$ cat src/rtl/vtc_pkg.sv
package vtc_pkg;

  // One axis of raster timing; all counts in pixels (horizontal) or lines (vertical).
  typedef struct packed {
    logic [15:0] visible;
    logic [15:0] front;
    logic [15:0] sync;
    logic [15:0] back;
    logic [15:0] total;
    logic        active_low;
  } axis_t;

  localparam axis_t H_640 = '{16'd640, 16'd16, 16'd96, 16'd48, 16'd800, 1'b1};
  localparam axis_t V_480 = '{16'd480, 16'd10, 16'd2, 16'd33, 16'd525, 1'b1};

  function automatic int cnt_bits(input int n);
    return (n > 1) ? $clog2(n) : 1;
  endfunction

endpackage

$ cat src/rtl/vtc_axis_ctr.sv
module vtc_axis_ctr
  import vtc_pkg::*;
#(
  parameter axis_t CFG = H_640,
  parameter int    CW  = cnt_bits(int'(CFG.total)),
  parameter int    AW  = cnt_bits(int'(CFG.visible))
)(
  input  logic          clk,
  input  logic          rst_n,
  input  logic          step,
  output logic [CW-1:0] cnt,
  output logic [AW-1:0] addr,
  output logic          last,
  output logic          vis,
  output logic          sync_on
);

  localparam logic [CW-1:0] ONE        = CW'(1);
  localparam logic [15:0]   SYNC_BEGIN = CFG.visible + CFG.front;
  localparam logic [15:0]   SYNC_END   = CFG.visible + CFG.front + CFG.sync;
  localparam logic [15:0]   LAST_CNT   = CFG.total - 16'd1;

  logic [15:0] cnt_x;

  assign cnt_x   = 16'(cnt);
  assign last    = (cnt_x == LAST_CNT);
  assign vis     = (cnt_x < CFG.visible);
  assign sync_on = (cnt_x >= SYNC_BEGIN) && (cnt_x < SYNC_END);
  assign addr    = cnt[AW-1:0];

  always_ff @(posedge clk or negedge rst_n) begin
    if (!rst_n) begin
      cnt <= '0;
    end else if (step) begin
      cnt <= last ? '0 : cnt + ONE;
    end
  end

endmodule

$ cat src/rtl/vtc_align.sv
module vtc_align #(
  parameter int   COLOR_W = 4,
  parameter logic H_LOW   = 1'b1,
  parameter logic V_LOW   = 1'b1
)(
  input  logic               clk,
  input  logic               rst_n,
  input  logic               en,
  input  logic               vis_in,
  input  logic               hs_on,
  input  logic               vs_on,
  input  logic [COLOR_W-1:0] src_red,
  input  logic [COLOR_W-1:0] src_grn,
  input  logic [COLOR_W-1:0] src_blu,
  output logic               hsync,
  output logic               vsync,
  output logic [COLOR_W-1:0] red,
  output logic [COLOR_W-1:0] grn,
  output logic [COLOR_W-1:0] blu
);

  // Inactive sync level follows the polarity bit of each axis.
  localparam logic H_IDLE = H_LOW;
  localparam logic V_IDLE = V_LOW;

  logic vis_q;
  logic hs_q;
  logic vs_q;

  // One stage, matching the single register inside the pixel source.
  always_ff @(posedge clk or negedge rst_n) begin
    if (!rst_n) begin
      vis_q <= 1'b0;
      hs_q  <= H_IDLE;
      vs_q  <= V_IDLE;
    end else if (en) begin
      vis_q <= vis_in;
      hs_q  <= hs_on ? ~H_IDLE : H_IDLE;
      vs_q  <= vs_on ? ~V_IDLE : V_IDLE;
    end
  end

  assign hsync = hs_q;
  assign vsync = vs_q;
  assign red   = vis_q ? src_red : '0;
  assign grn   = vis_q ? src_grn : '0;
  assign blu   = vis_q ? src_blu : '0;

endmodule

$ cat src/rtl/vtc_raster_top.sv
module vtc_raster_top
  import vtc_pkg::*;
#(
  parameter axis_t H_CFG   = H_640,
  parameter axis_t V_CFG   = V_480,
  parameter int    COLOR_W = 4
)(
  input  logic                                      clk,
  input  logic                                      rst_n,
  input  logic                                      en,
  output logic [cnt_bits(int'(H_CFG.visible))-1:0]  addr_col,
  output logic [cnt_bits(int'(V_CFG.visible))-1:0]  addr_row,
  input  logic [COLOR_W-1:0]                        src_red,
  input  logic [COLOR_W-1:0]                        src_grn,
  input  logic [COLOR_W-1:0]                        src_blu,
  output logic                                      hsync,
  output logic                                      vsync,
  output logic [COLOR_W-1:0]                        red,
  output logic [COLOR_W-1:0]                        grn,
  output logic [COLOR_W-1:0]                        blu
);

  localparam int HW = cnt_bits(int'(H_CFG.total));
  localparam int VW = cnt_bits(int'(V_CFG.total));
  localparam int CA = cnt_bits(int'(H_CFG.visible));
  localparam int RA = cnt_bits(int'(V_CFG.visible));

  logic [HW-1:0] h_cnt;
  logic [VW-1:0] v_cnt;
  logic [CA-1:0] h_addr;
  logic [RA-1:0] v_addr;
  logic          h_last, h_vis, h_sync_on;
  logic          v_last, v_vis, v_sync_on;
  logic          in_window;

  vtc_axis_ctr #(.CFG(H_CFG), .CW(HW), .AW(CA)) u_hctr (
    .clk     (clk),
    .rst_n   (rst_n),
    .step    (en),
    .cnt     (h_cnt),
    .addr    (h_addr),
    .last    (h_last),
    .vis     (h_vis),
    .sync_on (h_sync_on)
  );

  vtc_axis_ctr #(.CFG(V_CFG), .CW(VW), .AW(RA)) u_vctr (
    .clk     (clk),
    .rst_n   (rst_n),
    .step    (en & h_last),
    .cnt     (v_cnt),
    .addr    (v_addr),
    .last    (v_last),
    .vis     (v_vis),
    .sync_on (v_sync_on)
  );

  assign in_window = h_vis & v_vis;
  assign addr_col  = in_window ? h_addr : '0;
  assign addr_row  = in_window ? v_addr : '0;

  vtc_align #(
    .COLOR_W (COLOR_W),
    .H_LOW   (H_CFG.active_low),
    .V_LOW   (V_CFG.active_low)
  ) u_align (
    .clk     (clk),
    .rst_n   (rst_n),
    .en      (en),
    .vis_in  (in_window),
    .hs_on   (h_sync_on),
    .vs_on   (v_sync_on),
    .src_red (src_red),
    .src_grn (src_grn),
    .src_blu (src_blu),
    .hsync   (hsync),
    .vsync   (vsync),
    .red     (red),
    .grn     (grn),
    .blu     (blu)
  );

  // The line counter only consumes the last-pixel strobe of the other axis.
  logic unused_ok;
  assign unused_ok = v_last;

endmodule

$ cat config.mk
export PLATFORM = sky130hd
export DESIGN_NAME = vtc_raster_top
export DESIGN_NICKNAME = d
export VERILOG_FILES = /design/src/rtl/vtc_pkg.sv /design/src/rtl/vtc_axis_ctr.sv /design/src/rtl/vtc_align.sv /design/src/rtl/vtc_raster_top.sv
export SDC_FILE = /design/constraint.sdc
export NUM_CORES = 1
export LEC_CHECK = 0
export BUFFER_PORTS_ARGS = -buffer_cell sky130_fd_sc_hd__buf_2
export CORE_UTILIZATION = 55
export CTS_CLUSTER_SIZE = 16
export DETAILED_ROUTE_END_ITERATION = 16
export PLACE_DENSITY_LB_ADDON = 0.05
export REMOVE_ABC_BUFFERS = 1
export SLEW_MARGIN = 40
export SYNTH_ARGS = -nofsm -noshare
export SYNTH_HDL_FRONTEND = slang
export SYNTH_HIERARCHICAL = 1
export SYNTH_SLANG_ARGS = --single-unit
$ cat constraint.sdc
create_clock -name clk -period 3.32 [get_ports clk]
set_clock_uncertainty 0.15 [all_clocks]
set_input_delay 0.166 -clock clk [delete_from_list [all_inputs] [get_ports clk]]
set_output_delay 0.166 -clock clk [all_outputs]
set_load 0.02 [all_outputs]
# == Yosys cells after proc, flatten, opt, wreduce, memory -nomap -nowiden ==
# Cells that the tools add are included.
# W data, S select, Z words.
# totals
regBits,23
inputBits,15
output_inout_bits,33
wordCells,28
# op_classes
addsub,2
order_cmp,6
n_eq_ne,2
muxes,9
bitwise,2
reduce_logical,2
# op_table
op,n
$mux W10,3
$add A10 B1 Y10 const B,2
$eq A10 B10 Y1 const B,2
$lt A10 B10 Y1 const B,2
$lt A10 B9 Y1 const B,2
$mux W4,3
$ge A10 B10 Y1 const B,1
$ge A10 B9 Y1 const B,1
$mux W9,1
$and A1 B1 Y1,2
$logic_and A1 B1 Y1,2
$mux W1,2

# == Logic depth before layout (Yosys ltp) ==
# Gate-level depths: netlist of the first run.
# depth
depth_word,3
ltp_mapped,8
depth_no_buf,7

# == Modules after synthesis ==
# The synthesis of the first run kept the hierarchy.
# modules_own_cells
module,n_inst,cells_per_inst,area_each_um2,seq_area_each_um2
vtc_axis_ctr at u_vctr,1,66,633.1,250.2
vtc_axis_ctr at u_hctr,1,67,614.3,250.2
vtc_align,1,21,202.7,77.6
vtc_raster_top,1,25,165.2,0.0

# == Worst setup path before layout of the first run ==
# No wires, ideal clock.
# synth_timing
path_kind,reg-to-reg
start,register u_hctr.cnt[0] (netlist: u_hctr/addr[0])
end,register u_vctr.cnt[9]
setup_ns,0.077
arrival_ns,1.923
t_required_ns,3.093
path_slack_ns,1.170
stages_incl_launch_ff,9
n_path_buf,1
period_less_slack_ns,2.150
path_cell_list,dfrtp_1 > ha_1 > nand4bb_1 > nor3_1 > and2_1 > buf_6 > nand3_1 > or4_1 > a21oi_1
# synth_between
elab_chain_len,2
# synth_rtl
item,line_no,rtl
"start, declared",vtc_axis_ctr.sv:11,"output logic [CW-1:0] cnt,"
"start signal, assigned",vtc_axis_ctr.sv:35,cnt <= last ? '0 : cnt + ONE;
$eq A10 B10 Y1,vtc_axis_ctr.sv:26,assign last = (cnt_x == LAST_CNT);
named net h_last,vtc_raster_top.sv:32,"logic h_last, h_vis, h_sync_on;"
$and A1 B1 Y1,vtc_raster_top.sv:50,".step (en & h_last),"
"end signal, assigned",vtc_axis_ctr.sv:35,
"end, declared",vtc_axis_ctr.sv:11,
# The timed path passes the listed nets, and every way through them passes these cells.
# A chain may end at the register's enable or synchronous reset.

# == Final worst setup path of the first run ==
# Same ends and word-level chain as after synthesis.

==> results.md, run 1 <==
* Vias at 1336
* Grt ovf at 0
* Placed insts at approximately 230
* Fin. max-slew vios at 0
* Num CTS Buffers at 3
* Post-DP HPWL at approximately 2500 um
* Layout net count at 226
* Total Die Area at 2889 um2
* Mapped Cells at 160
* Worst reg2reg setup slack at 840 ps
* Hold Path Depth at 2
* Final period util at 0.7484
* CTS root buf: clkbuf_4
* Slew @ Worst Pin at 600.1 ps
* Worst setup SP type: register
* HP Start: en
* Hold Violations, Final at 0
* Crit path max-delay family: simple AND/OR/NAND/NOR gates
* GPL Wtd Cong at around 0.89
* Vias per inst at 5.661
* YS warnings at 6
* Routed Antenna Nets at 0
* Commonest non-fill, non-tap cell in the layout: buf_2
* Tightest Hold Check Type: in -> reg
* Mapped Area at approximately 1500 um2
* Overall Global Routing Usage at 0.2446
* Min Tclk post-route at 2485 ps
* Worst-Skew Late Latency at 310 ps
* Post-route insts no fill at 236
* Worst Setup Path Type: reg -> reg
* Final instance area at 1735 um2
* Core box area at 2500 um2
* Critical Path AT at 2580 ps
* Most frequent cells in the layout: buf_2 (47), dfrtp_1 (21), and3_1 (20), and2_1 (13), nand2_1 (13)
* Final setup violation count at 0
* Initial Util at 0.5891
* Rel. slew slack at 0.5963
* Status: complete, no violations
* Worst Setup SP: u_hctr/addr[0]$_DFFE_PN0P_
* Reg-to-reg critical path endpoint: u_vctr/cnt[9]$_DFFE_PN0P_
* Final core utilization at 0.6942
* Layout cells sized above 1 at 0.2961
* Clock-pin slew on the worst setup and hold paths at approximately 130 ps
* CTS tree: yes
* RSZ-0062 raised after global routing: false
* Pin count of the biggest net entering global routing at 24
* Vias in the first global route at 1086
* VDD IR max at 0.0004308 V
* Routed WL per cell at 14.32 um
* Crit path largest cell delay at 490 ps
* Ant diodes at 0
* CP endpoint kind: register
* R2r startpoint: u_hctr/addr[0]$_DFFE_PN0P_
* Initial antenna violation count at 0
* Core Rows at 18
* Layout overhead on the synthesized area at 17.84%
* Drt total wl at about 3400 um
* I/O Pins at 48
* Number of setup buffers added after CTS at 0
* Slowest cell on crit path: or4_1
* Crit-path cells: ha_1 > nand4bb_1 > nor3_1 > and2_1 > nand3_1 > or4_1 > a21oi_1
* Port Buffers at between 40 and 50
* Drt pass-1 iters at 4
* Maxcap violations at 0
* Syn_area_per_cell at 9.204 um2
* Die W at 53.75 um
* PD cells at 392.2 nW/um2
* Placement Cell Area at 1699 um2
* Leakage at 0.8820 nW
* Initial DRC count at 26
* Die Ht at 53.75 um
* FF-to-FF path depth at 7
* Global-route wire length before repair at between 4000 and 5000 um
* Worst Hold Path EP: u_align/hsync$_DFFE_PN1P_
* Clk sinks at 23
* Maximum clock rate at 402.5 MHz
* Bufs and invs on worst path at 0
* CP max FO at 10
* Final setup TNS at 0 ps
* Resized cells post-CTS at 0
* H-tree depth at 1
* Maximum clock insertion buffer count at 2
* DRC viols at 0
* CP Data Required Time at 3420 ps
-- report_power, final --
group          internal [mW]  switching (mW)  total (mW)  leakage, nW
Sequential             0.310          0.0509       0.360        0.284
Combinational         0.0813           0.108       0.189        0.583
Clock                 0.0469          0.0838       0.131       0.0150
Total                  0.438           0.243       0.681        0.882
-- sequential cells by signal (all words and copies together) (netlist names) --
register and count:
u_align/hsync 1, u_align/vis_q 1, u_align/vsync 1, u_hctr/addr 10
u_vctr/cnt 10
-- timing repair --
item	in CTS	in global routing
hold buffers	1	0
hold endpoints to repair	21	0
setup endpoints to repair	0	0
-- final cells by class --
| cell class | count | area (um2) |
|---|---|---|
| multi-input cells | 121 | 803.3 |
| fillers | 199 | 764.5 |
| flip-flops and latches | 23 | 578.1 |
| repair buffers | 50 | 260.3 |
| well taps | 30 | 37.54 |
| inverters | 8 | 30.03 |
| clock buffers | 4 | 26.28 |
-- per-layer routing --
metal / vias to the layer above / global-route usage / share of wire
met3: 4 / 0.03390 / 0.074
li1: 664 / - / -
met5: - / 0 / 0
met4: 0 / 0.08333 / 0.012
met2: 66 / 0.3951 / 0.46
met1: 602 / 0.3339 / 0.45
-- through the flow --
stage          hold slack, ps  power [mW]  setup slack, ps
3_5_place_dp            23.46      0.5539            889.6
4_1_cts                 19.68      0.6877            849.3
3_3_place_gp            14.54      0.5502            973.9
2_1_floorplan          -279.6      0.4835             1126
5_1_grt                 22.10      0.7208            623.1
6_report                32.84      0.6806            835.3
-- worst max-delay path by stage --
stage,to,slack (ps),cells past startpoint
after floorplan,u_vctr/cnt[9]$_DFFE_PN0P_,1130,7
after global placement,u_vctr/cnt[9]$_DFFE_PN0P_,970,7
after detailed placement,u_vctr/cnt[9]$_DFFE_PN0P_,890,7
after CTS,u_vctr/cnt[9]$_DFFE_PN0P_,850,7
after global routing,u_vctr/cnt[9]$_DFFE_PN0P_,620,7
final,u_vctr/cnt[9]$_DFFE_PN0P_,840,7
Note: power is estimated with default switching activity, not from simulation.
==> inputs of run 2 (changes only) <==
--- a/config.mk
+++ b/config.mk
@@ -6,7 +6,7 @@
 export NUM_CORES = 1
 export LEC_CHECK = 0
 export BUFFER_PORTS_ARGS = -buffer_cell sky130_fd_sc_hd__buf_2
-export CORE_UTILIZATION = 55
+export CORE_UTILIZATION = 51
 export CTS_CLUSTER_SIZE = 16
 export DETAILED_ROUTE_END_ITERATION = 16
 export PLACE_DENSITY_LB_ADDON = 0.05
==> constraint.sdc (replaced) <==
create_clock -name clk -period 2.6 [get_ports clk]
set_clock_uncertainty 0.15 [all_clocks]
set_input_delay 0.13 -clock clk [delete_from_list [all_inputs] [get_ports clk]]
set_output_delay 0.13 -clock clk [all_outputs]
set_load 0.02 [all_outputs]
==> run 2 against run 1 <==
Hold slack gained 110 ps. First-iteration DRC count grew 77%. Utilization shrank 5.2 points. Register-to-register slack lost 520 ps. Global-route usage shrank 0.92 points. Final area grew 1.2%. Sequential cell count is the same. Total power grew 29%. Setup slack lost 580 ps. Critical path depth shrank 2. Routed wire length grew 1.2%. Largest cell class unchanged.
==> results.md, run 2 (synthesis gave the netlist of run 1 again) <==
* CP endpoint kind: output pin (was register)
* Initial antenna violation count at 0 (unchanged)
* Final setup TNS at 0 ps (unchanged)
* Layout overhead on the synthesized area at 19.20% (was 17.84%)
* Worst-Skew Late Latency at 320 ps (was 310 ps)
* DRC viols at 0 (unchanged)
* Initial Util at 0.5387 (was 0.5891)
* Ant diodes at 0 (unchanged)
* Routed Antenna Nets at 0 (unchanged)
* FILL cells at 239 (was 199)
* Maximum clock rate at around 430 MHz
* Total Die Area at 3106 um2 (was 2889 um2)
* Layout cells sized above 1 at 0.3029 (was 0.2961)
* Routed WL per cell at 14.31 um (was 14.32 um)
* Maximum clock insertion buffer count at 2 (unchanged)
* Worst reg2reg setup slack at 320 ps (was 840 ps)
* Post-route insts no fill at 239 (was 236)
* Global-route wire length before repair at 5699 um (was 4974 um)
* H-tree depth at 1 (unchanged)
* R2r startpoint: u_hctr/addr[0]$_DFFE_PN0P_ (unchanged)
* Reg-to-reg critical path endpoint: u_vctr/cnt[9]$_DFFE_PN0P_ (unchanged)
* Tightest Hold Check Type: in -> async (was in -> reg)
* Num CTS Buffers at 3 (unchanged)
* Min Tclk post-route at 2341 ps
* CTS tree: yes (unchanged)
* Clock-pin slew on the worst setup and hold paths at 130 ps (about the same)
* Layout net count at 228 (was 226)
* GPL Wtd Cong at 0.7985 (was 0.8852)
* Final period util at 0.9002
* Initial DRC count at 46 (was 26)
* Worst Setup Path Type: reg -> out (was reg -> reg)
* VDD IR max at 0.0004829 V (was 0.0004308 V)
* Slew @ Worst Pin at 629.7 ps (was 600.1 ps)
* Die Ht at 55.74 um (was 53.75 um)
* Drt total wl at 3420 um (was 3379 um)
* I/O Pins at 48 (unchanged)
* Most frequent cells in the layout: buf_2 (47), dfrtp_1 (21), and3_1 (20), and2_1 (13), nand2_1 (13) (unchanged)
* Overall Global Routing Usage at 0.2354 (was 0.2446)
* Post-DP HPWL at 2511 um (was 2485 um)
* Vias at 1369 (was 1336)
* Commonest non-fill, non-tap cell in the layout: buf_2 (unchanged)
* Clk sinks at 23 (unchanged)
* Worst setup SP type: register (unchanged)
* Port Buffers at 47 (unchanged)
* Core box area at 2734 um2 (was 2500 um2)
* FF-to-FF path depth at 7 (unchanged)
* Rel. slew slack at 0.5763 (was 0.5963)
* Drt pass-1 iters at 4 (unchanged)
* CP max FO at 11 (was 10)
* Resized cells post-CTS at 0 (unchanged)
* RSZ-0062 raised after global routing: false (unchanged)
* Die W at 55.74 um (was 53.75 um)
* Fin. max-slew vios at 0 (unchanged)
* Placed insts at 233 (was 231)
* Critical Path AT at 2060 ps (was 2580 ps)
* Vias in the first global route at 1254 (was 1086)
* Final setup violation count at 0 (unchanged)
* Leakage at 0.8944 nW (was 0.8820 nW)
* PD cells at 500.5 nW/um2 (was 392.2 nW/um2)
* Core Rows at 19 (was 18)
* Status: complete, no violations (unchanged)
* Pin count of the biggest net entering global routing at 24 (unchanged)
* Maxcap violations at 0 (unchanged)
* CTS root buf: clkbuf_4 (unchanged)
* Vias per inst at 5.728 (was 5.661)
* Hold Violations, Final at 0 (unchanged)
* CP Data Required Time at 2320 ps (was 3420 ps)
* Grt ovf at 0 (unchanged)
==> run 2: worst max-delay path by stage <==
stage,start,end,cells past startpoint
after floorplan,u_hctr/addr[0]$_DFFE_PN0P_,u_vctr/cnt[9]$_DFFE_PN0P_,7
after global placement,u_hctr/addr[0]$_DFFE_PN0P_,u_vctr/cnt[9]$_DFFE_PN0P_,7
after detailed placement,u_hctr/addr[0]$_DFFE_PN0P_,u_vctr/cnt[9]$_DFFE_PN0P_,7
after CTS,u_vctr/cnt[8]$_DFFE_PN0P_,addr_col[0],5
after global routing,u_vctr/cnt[5]$_DFFE_PN0P_,addr_col[0],5
final,u_vctr/cnt[8]$_DFFE_PN0P_,addr_col[0],5
==> run 2: stage by stage <==
step           hold slack, ps    util  instance area (um2)  total power [mW]  setup WS [ps]
2_1_floorplan          -315.6       -                 1411            0.6173          405.9
3_3_place_gp           -19.49  0.6247                 1708            0.7069          478.1
3_5_place_dp           -19.05  0.6247                 1708            0.7156          358.8
4_1_cts                 154.9  0.6421                 1755            0.8910          268.9
5_1_grt                 196.6  0.6421                 1755            0.9355          101.0
6_report                146.4  0.6421                 1755            0.8786          259.4
==> run 2: worst max-delay path, stage by stage (launching register included) <==
cell and delay [ps]:
dfrtp_1 450, nand4_1 180, nor2b_1 520, buf_4 260, and3_1 160, buf_2 160
==> run 2: repair_timing <==
| item | CTS | global route |
|---|---|---|
| hold endpoints to repair | 26 | 0 |
| buffers inserted | 0 | 0 |
| hold buffers | 2 | 0 |
==> run 2: area by class of cell <==
cell class	count	area (um2)	share of cell area
Multi-Input combinational cell	121	803.3	0.4576
Inverter	8	30.03	0.01711
Clock inverter	1	5.005	0.002851
Tap cell	31	38.79	0.02210
Sequential cell	23	578.1	0.3293
Timing Repair Buffer	52	277.8	0.1582
Clock buffer	3	22.52	0.01283
==> run 2: layer usage <==
layer	vias to the layer above	track usage	wire length [um]
li1	663	-	-
met1	647	0.3127	1572
met2	54	0.3821	1555
met3	5	0.03256	233
met4	0	0.1071	58
met5	-	0	0
==> run 2: power by group <==
part	internal (mW)	switching (mW)	total [mW]
Combinational	0.105	0.140	0.245
Sequential	0.395	0.0693	0.465
Clock	0.0577	0.111	0.169
